`src/rtl/csr_mw_pkg.sv`:
```
package csr_mw_pkg;
  localparam int XLEN = 64;
  localparam int AW   = 5;

  typedef logic [XLEN-1:0] word_t;
  typedef logic [AW-1:0]   addr_t;

  localparam addr_t A_FFLAGS   = 5'd0;
  localparam addr_t A_FRM      = 5'd1;
  localparam addr_t A_FCSR     = 5'd2;
  localparam addr_t A_MSTAT    = 5'd3;
  localparam addr_t A_SSTAT    = 5'd4;
  localparam addr_t A_MIP      = 5'd5;
  localparam addr_t A_MIE      = 5'd6;
  localparam addr_t A_SIP      = 5'd7;
  localparam addr_t A_SIE      = 5'd8;
  localparam addr_t A_STORE0   = 5'd9;
  localparam addr_t A_TMR0     = 5'd17;
  localparam addr_t A_TMR_LAST = 5'd20;

  localparam int NSTORE   = 8;
  localparam int S_STVEC  = 1;
  localparam int S_PTBASE = 2;

  localparam int FF_W  = 5;
  localparam int RM_W  = 3;
  localparam int PRV_W = 2;
  localparam int ST_W  = 2;
  localparam int VM_W  = 5;

  localparam int B_IE     = 0;
  localparam int B_PRV    = 1;
  localparam int B_IE1    = 3;
  localparam int B_PRV1   = 4;
  localparam int B_IE2    = 6;
  localparam int B_PRV2   = 7;
  localparam int B_FS     = 12;
  localparam int B_XS     = 14;
  localparam int B_MPRV   = 16;
  localparam int B_VM     = 17;
  localparam int B_SD     = XLEN - 1;

  localparam int I_SSIP = 1;
  localparam int I_MSIP = 3;
  localparam int I_STIP = 5;
  localparam int I_MTIP = 7;
  localparam int I_SXIP = 9;

  localparam logic [PRV_W-1:0] PRV_RESERVED = 2'd2;
  localparam logic [PRV_W-1:0] PRV_TOP      = 2'd3;

  function automatic word_t fld(input int lo, input int w);
    return ((word_t'(1) << w) - word_t'(1)) << lo;
  endfunction

  localparam word_t M_ALWAYS = fld(B_IE, 1) | fld(B_IE1, 1) | fld(B_IE2, 1) |
                               fld(B_MPRV, 1) | fld(B_FS, ST_W);
  localparam word_t M_FLUSH  = fld(B_VM, VM_W) | fld(B_PRV, PRV_W) |
                               fld(B_PRV1, PRV_W) | fld(B_MPRV, 1);
  localparam word_t M_SVIEW  = fld(B_IE, 1) | fld(B_IE1, 1) | fld(B_PRV1, 1) |
                               fld(B_FS, ST_W) | fld(B_XS, ST_W) |
                               fld(B_MPRV, 1) | fld(B_SD, 1);

  localparam word_t M_MIP_WR = fld(I_SSIP, 1) | fld(I_MSIP, 1) | fld(I_STIP, 1);
  localparam word_t M_MIE_WR = M_MIP_WR | fld(I_MTIP, 1);
  localparam word_t M_SIP_WR = fld(I_SSIP, 1);
  localparam word_t M_SIP_RD = fld(I_SSIP, 1) | fld(I_STIP, 1);
  localparam word_t M_SIE_WR = fld(I_SSIP, 1) | fld(I_STIP, 1) | fld(I_SXIP, 1);

  function automatic logic addr_known(input addr_t a);
    return a <= A_TMR_LAST;
  endfunction
endpackage

```
`src/rtl/csr_fp_regs.sv`:
```
module csr_fp_regs
  import csr_mw_pkg::*;
(
  input  logic            clk,
  input  logic            rst_n,
  input  logic            wr_en,
  input  addr_t           wr_addr,
  input  logic [7:0]      wr_low,
  output logic [FF_W-1:0] fflags,
  output logic [RM_W-1:0] frm,
  output logic            fp_touch
);
  logic [FF_W-1:0] ff_q, ff_d;
  logic [RM_W-1:0] rm_q, rm_d;
  logic            ff_en, rm_en;

  always_comb begin
    ff_d  = ff_q;
    rm_d  = rm_q;
    ff_en = 1'b0;
    rm_en = 1'b0;
    if (wr_en) begin
      unique case (wr_addr)
        A_FFLAGS: begin ff_d = wr_low[FF_W-1:0]; ff_en = 1'b1; end
        A_FRM:    begin rm_d = wr_low[RM_W-1:0]; rm_en = 1'b1; end
        A_FCSR: begin
          ff_d  = wr_low[FF_W-1:0];
          rm_d  = wr_low[FF_W +: RM_W];
          ff_en = 1'b1;
          rm_en = 1'b1;
        end
        default: ;
      endcase
    end
  end

  always_ff @(posedge clk or negedge rst_n) begin
    if (!rst_n) begin
      ff_q <= '0;
      rm_q <= '0;
    end else begin
      if (ff_en) ff_q <= ff_d;
      if (rm_en) rm_q <= rm_d;
    end
  end

  assign fflags   = ff_q;
  assign frm      = rm_q;
  assign fp_touch = ff_en | rm_en;

  AST_FLAGS_HOLD: assert property (@(posedge clk) disable iff (!rst_n)
    (wr_en && wr_addr == A_FRM) |=> $stable(ff_q));
endmodule

```
`src/rtl/csr_status_path.sv`:
```
module csr_status_path
  import csr_mw_pkg::*;
#(
  parameter logic [VM_W-1:0] VM_PAGED = 5'd9
) (
  input  logic  clk,
  input  logic  rst_n,
  input  logic  wr_en,
  input  addr_t wr_addr,
  input  word_t wr_data,
  input  logic  fp_touch,
  output word_t mstatus,
  output logic  flush
);
  word_t st_q, st_d, src, wmask, merged;
  logic  take, st_en, flush_d, flush_q;

  function automatic logic prv_ok(input logic [PRV_W-1:0] p);
    return p != PRV_RESERVED;
  endfunction

  function automatic logic vm_ok(input logic [VM_W-1:0] v);
    return (v == '0) || (v == VM_PAGED);
  endfunction

  always_comb begin
    take = 1'b0;
    src  = wr_data;
    if (wr_en && wr_addr == A_MSTAT) begin
      take = 1'b1;
    end else if (wr_en && wr_addr == A_SSTAT) begin
      take                 = 1'b1;
      src                  = st_q;
      src[B_IE]            = wr_data[B_IE];
      src[B_IE1]           = wr_data[B_IE1];
      src[B_PRV1 +: PRV_W] = {1'b0, wr_data[B_PRV1]};
      src[B_FS +: ST_W]    = wr_data[B_FS +: ST_W];
      src[B_MPRV]          = wr_data[B_MPRV];
    end
  end

  always_comb begin
    wmask = M_ALWAYS;
    if (vm_ok(src[B_VM +: VM_W]))      wmask = wmask | fld(B_VM, VM_W);
    if (prv_ok(src[B_PRV +: PRV_W]))   wmask = wmask | fld(B_PRV, PRV_W);
    if (prv_ok(src[B_PRV1 +: PRV_W]))  wmask = wmask | fld(B_PRV1, PRV_W);
    if (prv_ok(src[B_PRV2 +: PRV_W]))  wmask = wmask | fld(B_PRV2, PRV_W);
    merged       = (st_q & ~wmask) | (src & wmask);
    merged[B_SD] = (&merged[B_FS +: ST_W]) | (&merged[B_XS +: ST_W]);
  end

  always_comb begin
    st_d    = st_q;
    flush_d = 1'b0;
    st_en   = 1'b0;
    if (take) begin
      st_d    = merged;
      st_en   = 1'b1;
      flush_d = |((src ^ st_q) & M_FLUSH);
    end else if (fp_touch) begin
      st_d[B_FS +: ST_W] = '1;
      st_d[B_SD]         = 1'b1;
      st_en              = 1'b1;
    end
  end

  always_ff @(posedge clk or negedge rst_n) begin
    if (!rst_n) begin
      st_q    <= word_t'(PRV_TOP) << B_PRV;
      flush_q <= 1'b0;
    end else begin
      if (st_en) st_q <= st_d;
      flush_q <= flush_d;
    end
  end

  assign mstatus = st_q;
  assign flush   = flush_q;

  AST_PRV_NEVER_RESERVED: assert property (@(posedge clk) disable iff (!rst_n)
    st_q[B_PRV +: PRV_W] != PRV_RESERVED);
  AST_SD_SUMMARY: assert property (@(posedge clk) disable iff (!rst_n)
    st_q[B_SD] == ((&st_q[B_FS +: ST_W]) | (&st_q[B_XS +: ST_W])));
  AST_XS_READ_ONLY: assert property (@(posedge clk) disable iff (!rst_n)
    $stable(st_q[B_XS +: ST_W]));
  AST_FLUSH_SOURCE: assert property (@(posedge clk) disable iff (!rst_n)
    flush_q |-> ($past(wr_en) && ($past(wr_addr) == A_MSTAT || $past(wr_addr) == A_SSTAT)));
  AST_FP_DIRTY: assert property (@(posedge clk) disable iff (!rst_n)
    fp_touch |=> (&st_q[B_FS +: ST_W]) && st_q[B_SD]);
endmodule

```
`src/rtl/csr_irq_path.sv`:
```
module csr_irq_path
  import csr_mw_pkg::*;
(
  input  logic  clk,
  input  logic  rst_n,
  input  logic  wr_en,
  input  addr_t wr_addr,
  input  word_t wr_data,
  output word_t mip,
  output word_t mie,
  output logic  irq_ssip,
  output logic  irq_stip,
  output logic  irq_msip
);
  word_t mip_q, mip_d, mie_q, mie_d, mip_m, mie_m;
  logic  mip_en, mie_en;

  always_comb begin
    mip_m  = '0;
    mie_m  = '0;
    mip_en = 1'b0;
    mie_en = 1'b0;
    if (wr_en) begin
      unique case (wr_addr)
        A_MIP: begin mip_m = M_MIP_WR; mip_en = 1'b1; end
        A_SIP: begin mip_m = M_SIP_WR; mip_en = 1'b1; end
        A_MIE: begin mie_m = M_MIE_WR; mie_en = 1'b1; end
        A_SIE: begin mie_m = M_SIE_WR; mie_en = 1'b1; end
        default: ;
      endcase
    end
    mip_d = (mip_q & ~mip_m) | (wr_data & mip_m);
    mie_d = (mie_q & ~mie_m) | (wr_data & mie_m);
  end

  always_ff @(posedge clk or negedge rst_n) begin
    if (!rst_n) begin
      mip_q <= '0;
      mie_q <= '0;
    end else begin
      if (mip_en) mip_q <= mip_d;
      if (mie_en) mie_q <= mie_d;
    end
  end

  assign mip      = mip_q;
  assign mie      = mie_q;
  assign irq_ssip = mip_q[I_SSIP];
  assign irq_stip = mip_q[I_STIP];
  assign irq_msip = mip_q[I_MSIP];

  AST_MTIP_NOT_WRITABLE: assert property (@(posedge clk) disable iff (!rst_n)
    !mip_q[I_MTIP]);
  AST_SIP_KEEPS_MSIP: assert property (@(posedge clk) disable iff (!rst_n)
    (wr_en && wr_addr == A_SIP) |=> $stable(mip_q[I_MSIP]) && $stable(mip_q[I_STIP]));
  AST_SIE_KEEPS_MSIE: assert property (@(posedge clk) disable iff (!rst_n)
    (wr_en && wr_addr == A_SIE) |=> $stable(mie_q[I_MSIP]) && $stable(mie_q[I_MTIP]));
endmodule

```
`src/rtl/csr_store_regs.sv`:
```
module csr_store_regs
  import csr_mw_pkg::*;
#(
  parameter int PG_SHIFT = 12
) (
  input  logic  clk,
  input  logic  rst_n,
  input  logic  wr_en,
  input  addr_t wr_addr,
  input  word_t wr_data,
  output word_t regs_o [NSTORE]
);
  function automatic word_t keep_mask(input int idx);
    if (idx == S_STVEC)  return ~word_t'(3);
    if (idx == S_PTBASE) return ~((word_t'(1) << PG_SHIFT) - word_t'(1));
    return '1;
  endfunction

  for (genvar g = 0; g < NSTORE; g++) begin : g_reg
    localparam addr_t MY_ADDR = A_STORE0 + addr_t'(g);
    localparam word_t MY_MASK = keep_mask(g);
    word_t q, d;
    logic  en;

    always_comb begin
      en = wr_en && (wr_addr == MY_ADDR);
      d  = wr_data & MY_MASK;
    end

    always_ff @(posedge clk or negedge rst_n) begin
      if (!rst_n)  q <= '0;
      else if (en) q <= d;
    end

    assign regs_o[g] = q;
  end

  AST_VEC_ALIGNED: assert property (@(posedge clk) disable iff (!rst_n)
    regs_o[S_STVEC][1:0] == 2'b00);
  AST_PTB_ALIGNED: assert property (@(posedge clk) disable iff (!rst_n)
    regs_o[S_PTBASE][PG_SHIFT-1:0] == '0);
endmodule

```
`src/rtl/csr_mask_unit.sv`:
```
module csr_mask_unit
  import csr_mw_pkg::*;
#(
  parameter logic [VM_W-1:0] VM_PAGED = 5'd9,
  parameter int              PG_SHIFT = 12
) (
  input  logic         clk,
  input  logic         rst_n,
  input  logic         wr_en,
  input  logic [4:0]   wr_addr,
  input  logic [63:0]  wr_data,
  input  logic [4:0]   rd_addr,
  output logic [63:0]  rd_data,
  output logic         tlb_flush,
  output logic         illegal_wr,
  output logic         irq_ssip,
  output logic         irq_stip,
  output logic         irq_msip
);
  logic [FF_W-1:0] fflags;
  logic [RM_W-1:0] frm;
  logic            fp_touch;
  word_t           mstatus, mip, mie;
  word_t           store_q [NSTORE];
  logic            ill_d, ill_q;

  csr_fp_regs u_fp (
    .clk      (clk),
    .rst_n    (rst_n),
    .wr_en    (wr_en),
    .wr_addr  (wr_addr),
    .wr_low   (wr_data[7:0]),
    .fflags   (fflags),
    .frm      (frm),
    .fp_touch (fp_touch)
  );

  csr_status_path #(.VM_PAGED(VM_PAGED)) u_status (
    .clk      (clk),
    .rst_n    (rst_n),
    .wr_en    (wr_en),
    .wr_addr  (wr_addr),
    .wr_data  (wr_data),
    .fp_touch (fp_touch),
    .mstatus  (mstatus),
    .flush    (tlb_flush)
  );

  csr_irq_path u_irq (
    .clk      (clk),
    .rst_n    (rst_n),
    .wr_en    (wr_en),
    .wr_addr  (wr_addr),
    .wr_data  (wr_data),
    .mip      (mip),
    .mie      (mie),
    .irq_ssip (irq_ssip),
    .irq_stip (irq_stip),
    .irq_msip (irq_msip)
  );

  csr_store_regs #(.PG_SHIFT(PG_SHIFT)) u_store (
    .clk     (clk),
    .rst_n   (rst_n),
    .wr_en   (wr_en),
    .wr_addr (wr_addr),
    .wr_data (wr_data),
    .regs_o  (store_q)
  );

  always_comb ill_d = wr_en && !addr_known(wr_addr);

  always_ff @(posedge clk or negedge rst_n) begin
    if (!rst_n) ill_q <= 1'b0;
    else        ill_q <= ill_d;
  end

  assign illegal_wr = ill_q;

  always_comb begin
    rd_data = '0;
    unique case (rd_addr)
      A_FFLAGS: rd_data = word_t'(fflags);
      A_FRM:    rd_data = word_t'(frm);
      A_FCSR:   rd_data = word_t'({frm, fflags});
      A_MSTAT:  rd_data = mstatus;
      A_SSTAT:  rd_data = mstatus & M_SVIEW;
      A_MIP:    rd_data = mip;
      A_MIE:    rd_data = mie;
      A_SIP:    rd_data = mip & M_SIP_RD;
      A_SIE:    rd_data = mie & M_SIE_WR;
      default: begin
        for (int i = 0; i < NSTORE; i++) begin
          if (rd_addr == A_STORE0 + addr_t'(i)) rd_data = store_q[i];
        end
      end
    endcase
  end

  AST_ILL_SOURCE: assert property (@(posedge clk) disable iff (!rst_n)
    illegal_wr |-> ($past(wr_en) && $past(wr_addr) > A_TMR_LAST));
  AST_ILL_NO_FLUSH: assert property (@(posedge clk) disable iff (!rst_n)
    illegal_wr |-> !tlb_flush);
  AST_TIMER_NO_FLAG: assert property (@(posedge clk) disable iff (!rst_n)
    (wr_en && wr_addr >= A_TMR0 && wr_addr <= A_TMR_LAST) |=> !illegal_wr && !tlb_flush);
endmodule

```
`config.mk`:
```
export PLATFORM = sky130hd
export DESIGN_NAME = csr_mask_unit
export DESIGN_NICKNAME = d
export VERILOG_FILES = /design/src/rtl/csr_mw_pkg.sv /design/src/rtl/csr_fp_regs.sv /design/src/rtl/csr_status_path.sv /design/src/rtl/csr_irq_path.sv /design/src/rtl/csr_store_regs.sv /design/src/rtl/csr_mask_unit.sv
export SDC_FILE = /design/constraint.sdc
export NUM_CORES = 1
export LEC_CHECK = 0
export ABC_AREA = 1
export BUFFER_PORTS_ARGS = -buffer_cell sky130_fd_sc_hd__buf_2
export CAP_MARGIN = 20
export CELL_PAD_IN_SITES_DETAIL_PLACEMENT = 1
export CELL_PAD_IN_SITES_GLOBAL_PLACEMENT = 1
export CORE_AREA = 5 5 298 300
export CTS_CLUSTER_DIAMETER = 50
export DETAILED_ROUTE_END_ITERATION = 7
export DIE_AREA = 0 0 303 305
export PLACE_DENSITY = 0.64
export SLEW_MARGIN = 20
export SYNTH_ARGS = -nofsm -noshare
export SYNTH_HDL_FRONTEND = slang
export SYNTH_SLANG_ARGS = --single-unit
```
`constraint.sdc`:
```
create_clock -name clk -period 4.8 [get_ports clk]
set_clock_uncertainty 0.2 [all_clocks]
set_input_delay 0.96 -clock clk [delete_from_list [all_inputs] [get_ports clk]]
set_output_delay 0.96 -clock clk [all_outputs]
set_load 0.02 [all_outputs]
```
; Yosys cells after proc, flatten, opt, wreduce, memory -nomap -nowiden
; Index checks and enable logic that the tools add are counted.
[totals]
ff_bits = 700
input_bits = 77
[op_classes]
order_cmp = 1
eq_ne = 36
muxes = 37
n_bitwise = 15
reduce_logical = 29
[op_table]
columns = op, count
row1 = 64-bit 2-to-1 mux, 9
row2 = 64-bit case mux with 9 select lines, 1
row3 = 64-bit AND, 3
row4 = 64-bit OR, 2
row5 = 63-bit 2-to-1 mux, 2
row6 = "5-bit by 4-bit equality test with 1-bit output, second input constant", 17
row7 = 64-bit by 6-bit AND with 64-bit output, 1
row8 = 6-bit NOT with 64-bit output, 1
row9 = 64-bit NOT, 1
row10 = 63-bit by 22-bit AND with 63-bit output, 1
row11 = 63-bit AND, 1
row12 = 22-bit NOT with 63-bit output, 1
row13 = 63-bit OR, 1
row14 = "5-bit by 3-bit equality test with 1-bit output, second input constant", 8
row15 = 22-bit 2-to-1 mux, 1
row16 = 22-bit bitwise XOR, 1
row17 = "5-bit by 2-bit equality test with 1-bit output, second input constant", 4
row18 = 10-bit case mux with 2 select lines, 1
row19 = 5-bit logical NOT, 3
row20 = 1-bit 2-to-1 mux, 15
row21 = 6-bit 2-to-1 mux, 2
row22 = 6-bit case mux with 2 select lines, 1
row23 = 1-bit logical AND, 11
row24 = "5-bit by 1-bit equality test with 1-bit output, second input constant", 2
row25 = 15 further kinds, 28

; Depth between registers and ports, before layout
; Gate-level depths: netlist of run 1.
[depth]
depth_word = 16
ltp_mapped = 13

; Hierarchy
; A second synthesis of run 1 with hierarchy kept.
[hier_totals]
cells_unflattened = 3986
hier_area_um2 = 29383.2
[by_module_without_submodules]
columns = mod, n_inst, cells_per_inst, area_each_um2, seq_area_each_um2
row1 = csr_store_regs, 1, 2251, 20129.3, 12462.0
row2 = csr_mask_unit, 1, 1314, 6070.8, 25.0
row3 = csr_status_path, 1, 195, 1453.9, 478.0
row4 = csr_irq_path, 1, 173, 1312.5, 200.2
row5 = csr_fp_regs, 1, 53, 416.6, 200.2

; Worst setup path after synthesis of run 1
; Ideal clock, no wire load.
[synth_path]
kind = input port to output port
startpoint = input rd_addr[0]
endpoint = output rd_data[14]
t_arrival_ns = 2.228
required_ns = 3.640
path_slack_ns = 1.412
path_stages = 11
path_cell_list = buf_4 nand2_1 nor2_2 nand2_1 inv_2 buf_4 buf_2 nand2_1 nand4_1 nor2_1 nor2_1
[synth_between]
elab_chain_cells = 10
[synth_lines]
columns = element, line
row1 = "start, declared", csr_mask_unit.sv:12  ; input logic [4:0] rd_addr,
row2 = 5-bit by 4-bit equality test with 1-bit output, csr_mask_unit.sv:94  ; if (rd_addr == A_STORE0 + addr_t'(i)) rd_data = store_q[i];
row3 = 64-bit 2-to-1 mux (8 in a row), csr_mask_unit.sv:94
row4 = 64-bit case mux with 9 select lines (*), csr_mask_unit.sv:82  ; unique case (rd_addr)
row5 = "end, declared", csr_mask_unit.sv:13  ; output logic [63:0] rd_data,
; Every way passes the cells marked *; elsewhere a longest branch is shown, timed or not.

; Worst setup path in the final report of run 1
[layout_path]
startpoint = input rd_addr[0]
endpoint = output rd_data[43]
; The elaborated chain is that of the path after synthesis.

==> results of run 1 <==
-- power by group through the flow --
stage	Clock, mW	Combinational, mW	Sequential [mW]
final	5.99	1.35	5.82
after global routing	6.33	1.59	5.92
after CTS	6.16	1.38	5.82
after detailed placement	0	1.37	5.88
after global placement	0	1.32	5.86
after floorplan	0	0.893	5.78
-- routing by layer --
layer  track usage (%)  part of all wire [%]  vias up
li1                  -                     -     9657
met1             24.33                    48     9883
met2             27.95                    46      320
met3             2.805                   3.9       91
met4             3.543                   1.8        0
met5                 0                     0        -
-- cell type report --
cell class / instances / area [µm²]
clock buffer: 95 / 2126
clock inverter: 47 / 594.3
fill: 10280 / 57400
inverter: 166 / 623.1
multi-input combinational: 2041 / 9069
sequential: 534 / 13370
tap: 1155 / 1445
timing repair buffer: 198 / 1321
-- worst register-to-register path, cell delays in order (launching register included) --
cell	delay, ns
dfstp_2	0.56
inv_1	0.08
nand3_1	0.17
nand2_1	0.08
inv_1	0.05
nand2_1	0.04
nor2_1	0.09
nand3_1	0.08
nand2_1	0.07
inv_1	0.04
-- synthesized netlist by cell type (2+ instances only) --
| cell type | n |
|---|---|
| o21ai_1 | 26 |
| dfrtp_1 | 532 |
| nor2_2 | 5 |
| clkbuf_1 | 106 |
| inv_1 | 155 |
| a22oi_1 | 3 |
| nor2_1 | 206 |
| nand3_1 | 66 |
| nand2_1 | 1014 |
| buf_1 | 6 |
| nand4_1 | 64 |
| o21ai_0 | 498 |
| or2_2 | 19 |
| dfstp_2 | 2 |
| buf_4 | 7 |
| buf_2 | 60 |
| inv_2 | 10 |
| or2_0 | 6 |
| nand3_2 | 2 |
| a21oi_1 | 53 |
| nor3_1 | 14 |
| o22ai_1 | 15 |
| o211ai_1 | 39 |
| nand3b_1 | 2 |
| nor2_4 | 4 |
-- sequential cells by signal, summed over array words and instances (netlist names), named ones only --
| signal | cells |
|---|---|
| illegal_wr | 1 |
| u_fp.fflags | 5 |
| u_fp.frm | 3 |
| u_status.flush | 1 |
| u_status.mstatus | 6 |
| u_store.g.q | 498 |
-- through the flow --
stage	worst slack, ns	cell area (µm²)
4_1_cts	0.5543	28540
5_1_grt	0.4229	28540
3_5_place_dp	0.5587	25820
2_1_floorplan	1.412	23760
6_report	0.6122	28540
3_3_place_gp	0.6295	25820
-- worst min path at each step --
stage / startpoint / endpoint / cells after the start
2_1_floorplan: u_store.g_reg[5].q[13] / u_store.g_reg[5].q[13] / 2
3_3_place_gp: u_store.g_reg[7].q[54] / u_store.g_reg[7].q[54] / 2
3_5_place_dp: u_store.g_reg[5].q[20] / u_store.g_reg[5].q[20] / 2
4_1_cts: rst_n / u_fp.frm[0] / 1
5_1_grt: rst_n / asynchronous set/reset pin / 1
6_report: rst_n / asynchronous set/reset pin / 1
-- cell families (layout without fill, tap and decap cells) --
family | Yosys count | after routing | synth area share, %
buffers and inverters | 346 | 506 | 5.924
DFF | 534 | 534 | 56.25
AOI/OAI and AO/OA | 636 | 636 | 13.94
muxes | 1 | 1 | 0.04213
and+or+nand+nor | 1404 | 1404 | 23.84
==> impl_metrics.toml, run 1 <==
[critical_path]
cp_max_fo = 38
cp-end-kind = "output pin"
crit_top_cell = "nand2_1"
critPathKind = "in -> out"
cp-start-kind = "input pin"
critPathTopFamily = "buffers and inverters"
r2r_cells = 9
crit_end = "rd_data[43]"
reg2reg_slack_ns = 3.22
critical_path.n_buffers_inverters = 7
critPathSlowestCell = "buf_4"
arrival_ns = 3.03
required_ns = 3.64
worst_r2r_endpoint = "u_status.flush"
worstPathCellList = "buf_2 > buf_4 > nand3_1 > inv_2 > buf_4 > nand2_1 > nand2_1 > inv_1 > nand4_1 > nand2_1 > inv_1 > buf_2"
worstSetupPathDepth = 12
cpPeakStageDelay_ns = 0.50
setup.worst_path.start = "rd_addr[0]"

[die]
die_h_um = 305
num_rows = 108
core_um2 = 85940
die_width_um = 303
initial_core_util_pct = 27.65
die-area_um2 = 92420
num_io_pins = 146

[worst_hold_path]
hp-class = "in -> async"

[layout]
syn_to_final_growth_pct = 20.13
layout.cells.non_filler = 4236
drive_above_1_share_pct = 12.56
num_antenna_cells = 0
utilization_pct = 33.21
final_cell_mix = "nand2_1 (1009), dfrtp_1 (532), o21ai_0 (498)"
final_nets = 3095
layout_commonest_cell = "nand2_1"

[route]
viasPerCell = 4.710
drt_first_pass_iters = 5
final_antenna_net_count = 0
wl_per_cell_um = 18.66
totalWireLength_um = 79040
route.detailed.drc = 0
vias = 19950
drtIter0Drc = 1283

[timing]
layout_min_cycle_time_ns = 4.188
timing.fmax_ghz = 0.2388
hold_violations = 0
setup_violations = 0
drv_slew = 0
max_slew.worst_pin.slew_ns = 1.004
max_slew_margin_pct = 33.04
tns_ns = 0
fin_hold_ws_ns = 0.2039
rsz0062_at_grt = "false"
period_share_pct = 87.25

[synth]
synth_area_leader_cell = "dfrtp_1"
syn_nets = 2998
synthFlopType = "dfrtp_1"
yosysSeqAreaShare_pct = 56.25
ys_top_cells_by_area = "dfrtp_1 (56%), nand2_1 (16%), o21ai_0 (10%)"
synth-edff-count = 0
async_flop_share_pct = 100.0
synth_cells = 2921
synth_top_area_share_pct = 56.03
synthesis.area_um2 = 23760
synth.distinct_cells = 32
synth_seq_cells = 534
synth.avg_cell_area_um2 = 8.134
yosys_warnings = 0

[power_and_ir_drop]
finalPower_mw = 13.16
comb_power_share_pct = 10.2
swShare_pct = 26.78
p_sw_mw = 3.524
p_leak_nw = 14.08
power_frac_seq_pct = 44.2
clockPowerShare_pct = 45.6
p_int_mw = 9.634
power.density_nw_per_um2 = 461.0
vdd_ir_drop_max_v = 0.0002416

[outcome]
status = "completed"

[clock_tree]
clock_latency_ns = 0.61
cts.sinks = 534
numCtsBuffers = 77
cts_tree = "yes"
cts_max_level = 3
root_buffer = "clkbuf_16"
ctsResizeCount = 0
clk_pin_slew_worst_paths_ns = 0.06
ctsHoldBuffers = 0
post_cts_buffers = 0
clockBufferDepth = 3

[placement]
placedCellCount = 4094
gp_congestion = 0.7700
place.port_buffers = 145
hpwl_um = 49800

[flow_run]
cap_violations = 0

[grt]
gr-usage-all-layers_pct = 17.20
grt_pass1_wl_um = 125600
grt_pass1_vias = 20730
grt_max_degree = 108
grt-ovfl-total = 0
antenna_found_initial = 2
No activity file was read; power rests on OpenSTA's default activity.
==> run 2, diff against run 1 <==
Settings changed: CORE_AREA 5 5 298 300 to 5 5 227 229, DIE_AREA 0 0 303 305 to 0 0 232 234, PLACE_DENSITY 0.64 to 0.94.
==> run 2 against run 1 <==
Effect of this change:
- first-iteration DRC count rose by 50%
- via count rose by 10%
- combinational power rose by 7%
- die area fell by 41%
- utilization rose by 21 points
- routed wire length rose by 2.5%
- global-route usage rose by 12 points
- cell count fell by 12%
- clock power fell by 22%
- largest cell class unchanged
==> impl_metrics.toml, run 2 (synthesis gave the netlist of run 1 again) <==
[critical_path]
arrival_ns = 3.33
critPathKind = "in -> out"
worst_r2r_endpoint = "u_status.flush"
critPathSlowestCell = "buf_4"
cp-end-kind = "output pin"
cpPeakStageDelay_ns = 0.49
crit_top_cell = "nand2_1"
worstPathCellList = "buf_2 > nor2_4 > buf_4 > nand3_1 > inv_2 > buf_12 > nand2_1 > nand2_1 > inv_1 > nand4_1 > nand2_1 > inv_1 > buf_2"
cp-start-kind = "input pin"
reg2reg_slack_ns = 3.25
required_ns = 3.64
r2r_cells = 11
cp_max_fo = 38

[placement]
hpwl_um = 48170
place.port_buffers = 145
gp_congestion = 0.8936
placedCellCount = 3598
place_area_um2 = 25010

[power_and_ir_drop]
vdd_ir_drop_max_v = 0.0002510
p_leak_nw = 13.59
power.density_nw_per_um2 = 444.4
finalPower_mw = 12.01

[timing]
setup_violations = 0
rsz0062_at_grt = "false"
max_slew.worst_pin.slew_ns = 1.119
hold_violations = 0
layout_min_cycle_time_ns = 4.493
period_share_pct = 93.61
timing.fmax_ghz = 0.2225
drv_slew = 0
max_slew_margin_pct = 25.37
tns_ns = 0

[layout]
largest_reg_flops = 498
syn_to_final_growth_pct = 13.74
top_register = "u_store.g.q"
num_antenna_cells = 0
fillCellCount = 5959
final_cell_mix = "nand2_1 (1009), dfrtp_1 (532), o21ai_0 (498)"
layout.cells.non_filler = 3708
layout_commonest_cell = "nand2_1"
final_cell_area_um2 = 27030
drive_above_1_share_pct = 11.07
final_nets = 3065

[route]
drtIter0Drc = 1921
route.detailed.drc = 0
totalWireLength_um = 80990
wl_per_cell_um = 21.84
viasPerCell = 5.918
drt_first_pass_iters = 6
final_antenna_net_count = 0
vias = 21950

[die]
num_io_pins = 146
die-area_um2 = 54290
initial_core_util_pct = 48.05
die_width_um = 232
die_h_um = 234
core_um2 = 49450
num_rows = 82

[grt]
grt_max_degree = 124
antenna_found_initial = 0
grt_pass1_wl_um = 129200
grt_pass1_vias = 23660
gr-usage-all-layers_pct = 29.65
grt-ovfl-total = 0

[clock_tree]
root_buffer = "clkbuf_16"
cts_tree = "yes"
cts.sinks = 534
ctsHoldBuffers = 0
clk_pin_slew_worst_paths_ns = 0.06
ctsResizeCount = 0
cts_max_level = 2
post_cts_buffers = 0
clockBufferDepth = 3
numCtsBuffers = 60
clock_latency_ns = 0.64

[flow_run]
cap_violations = 0

[worst_hold_path]
hp-class = "in -> async"

[outcome]
status = "completed"
run 2: stage by stage:
| step | worst slack [ns] | utilization (%) | hold slack, ns |
|---|---|---|---|
| global route | 0.1724 | 54.65 | 0.1135 |
| detailed placement | 0.4301 | 50.58 | 0.2694 |
| CTS | 0.3307 | 54.61 | 0.08599 |
| finish | 0.3065 | 54.65 | 0.07977 |
| floorplan | 1.412 | - | 0.2457 |
| global placement | 0.3211 | 50.57 | 0.2590 |
run 2: critical path, delay by kind of cell:
family                 cells  cell delay [ns]
buffers and inverters      7             1.58
AND/OR/NAND/NOR            6             0.75
run 2: area by class of cell:
type / instances / area, µm² / area share (%)
clock buffer: 86 / 1729 / 6.398
clock inverter: 24 / 264.0 / 0.9769
inverter: 166 / 623.1 / 2.306
multi-input combinational: 2041 / 9089 / 33.63
sequential: 534 / 13370 / 49.45
tap: 672 / 840.8 / 3.111
timing repair buffer: 185 / 1115 / 4.125
run 2: power breakdown:
group	internal (mW)	switching (mW)	total (mW)	leakage, nW
clock	2.68	1.98	4.66	0.970
sequential	5.37	0.540	5.91	6.83
combinational	0.486	0.950	1.44	5.79
run 2: worst max-delay path by stage:
stage / startpoint / end / cells after the start / slack [ns]
6_report: rd_addr[4] / rd_data[30] / 13 / 0.31
5_1_grt: rd_addr[4] / rd_data[26] / 13 / 0.17
4_1_cts: rd_addr[4] / rd_data[26] / 13 / 0.33
3_5_place_dp: rd_addr[4] / rd_data[26] / 13 / 0.43
3_3_place_gp: rd_addr[2] / rd_data[26] / 12 / 0.32
2_1_floorplan: rd_addr[0] / rd_data[14] / 11 / 1.41
run 2: per-layer routing:
layer  vias to the layer above  wire length, µm  track usage [%]
li1                       9571                -                -
met1                     11170            32160            37.53
met2                       943            39970            50.99
met3                       260             5487            4.976
met4                         0             3365            12.26
met5                         -                0                0
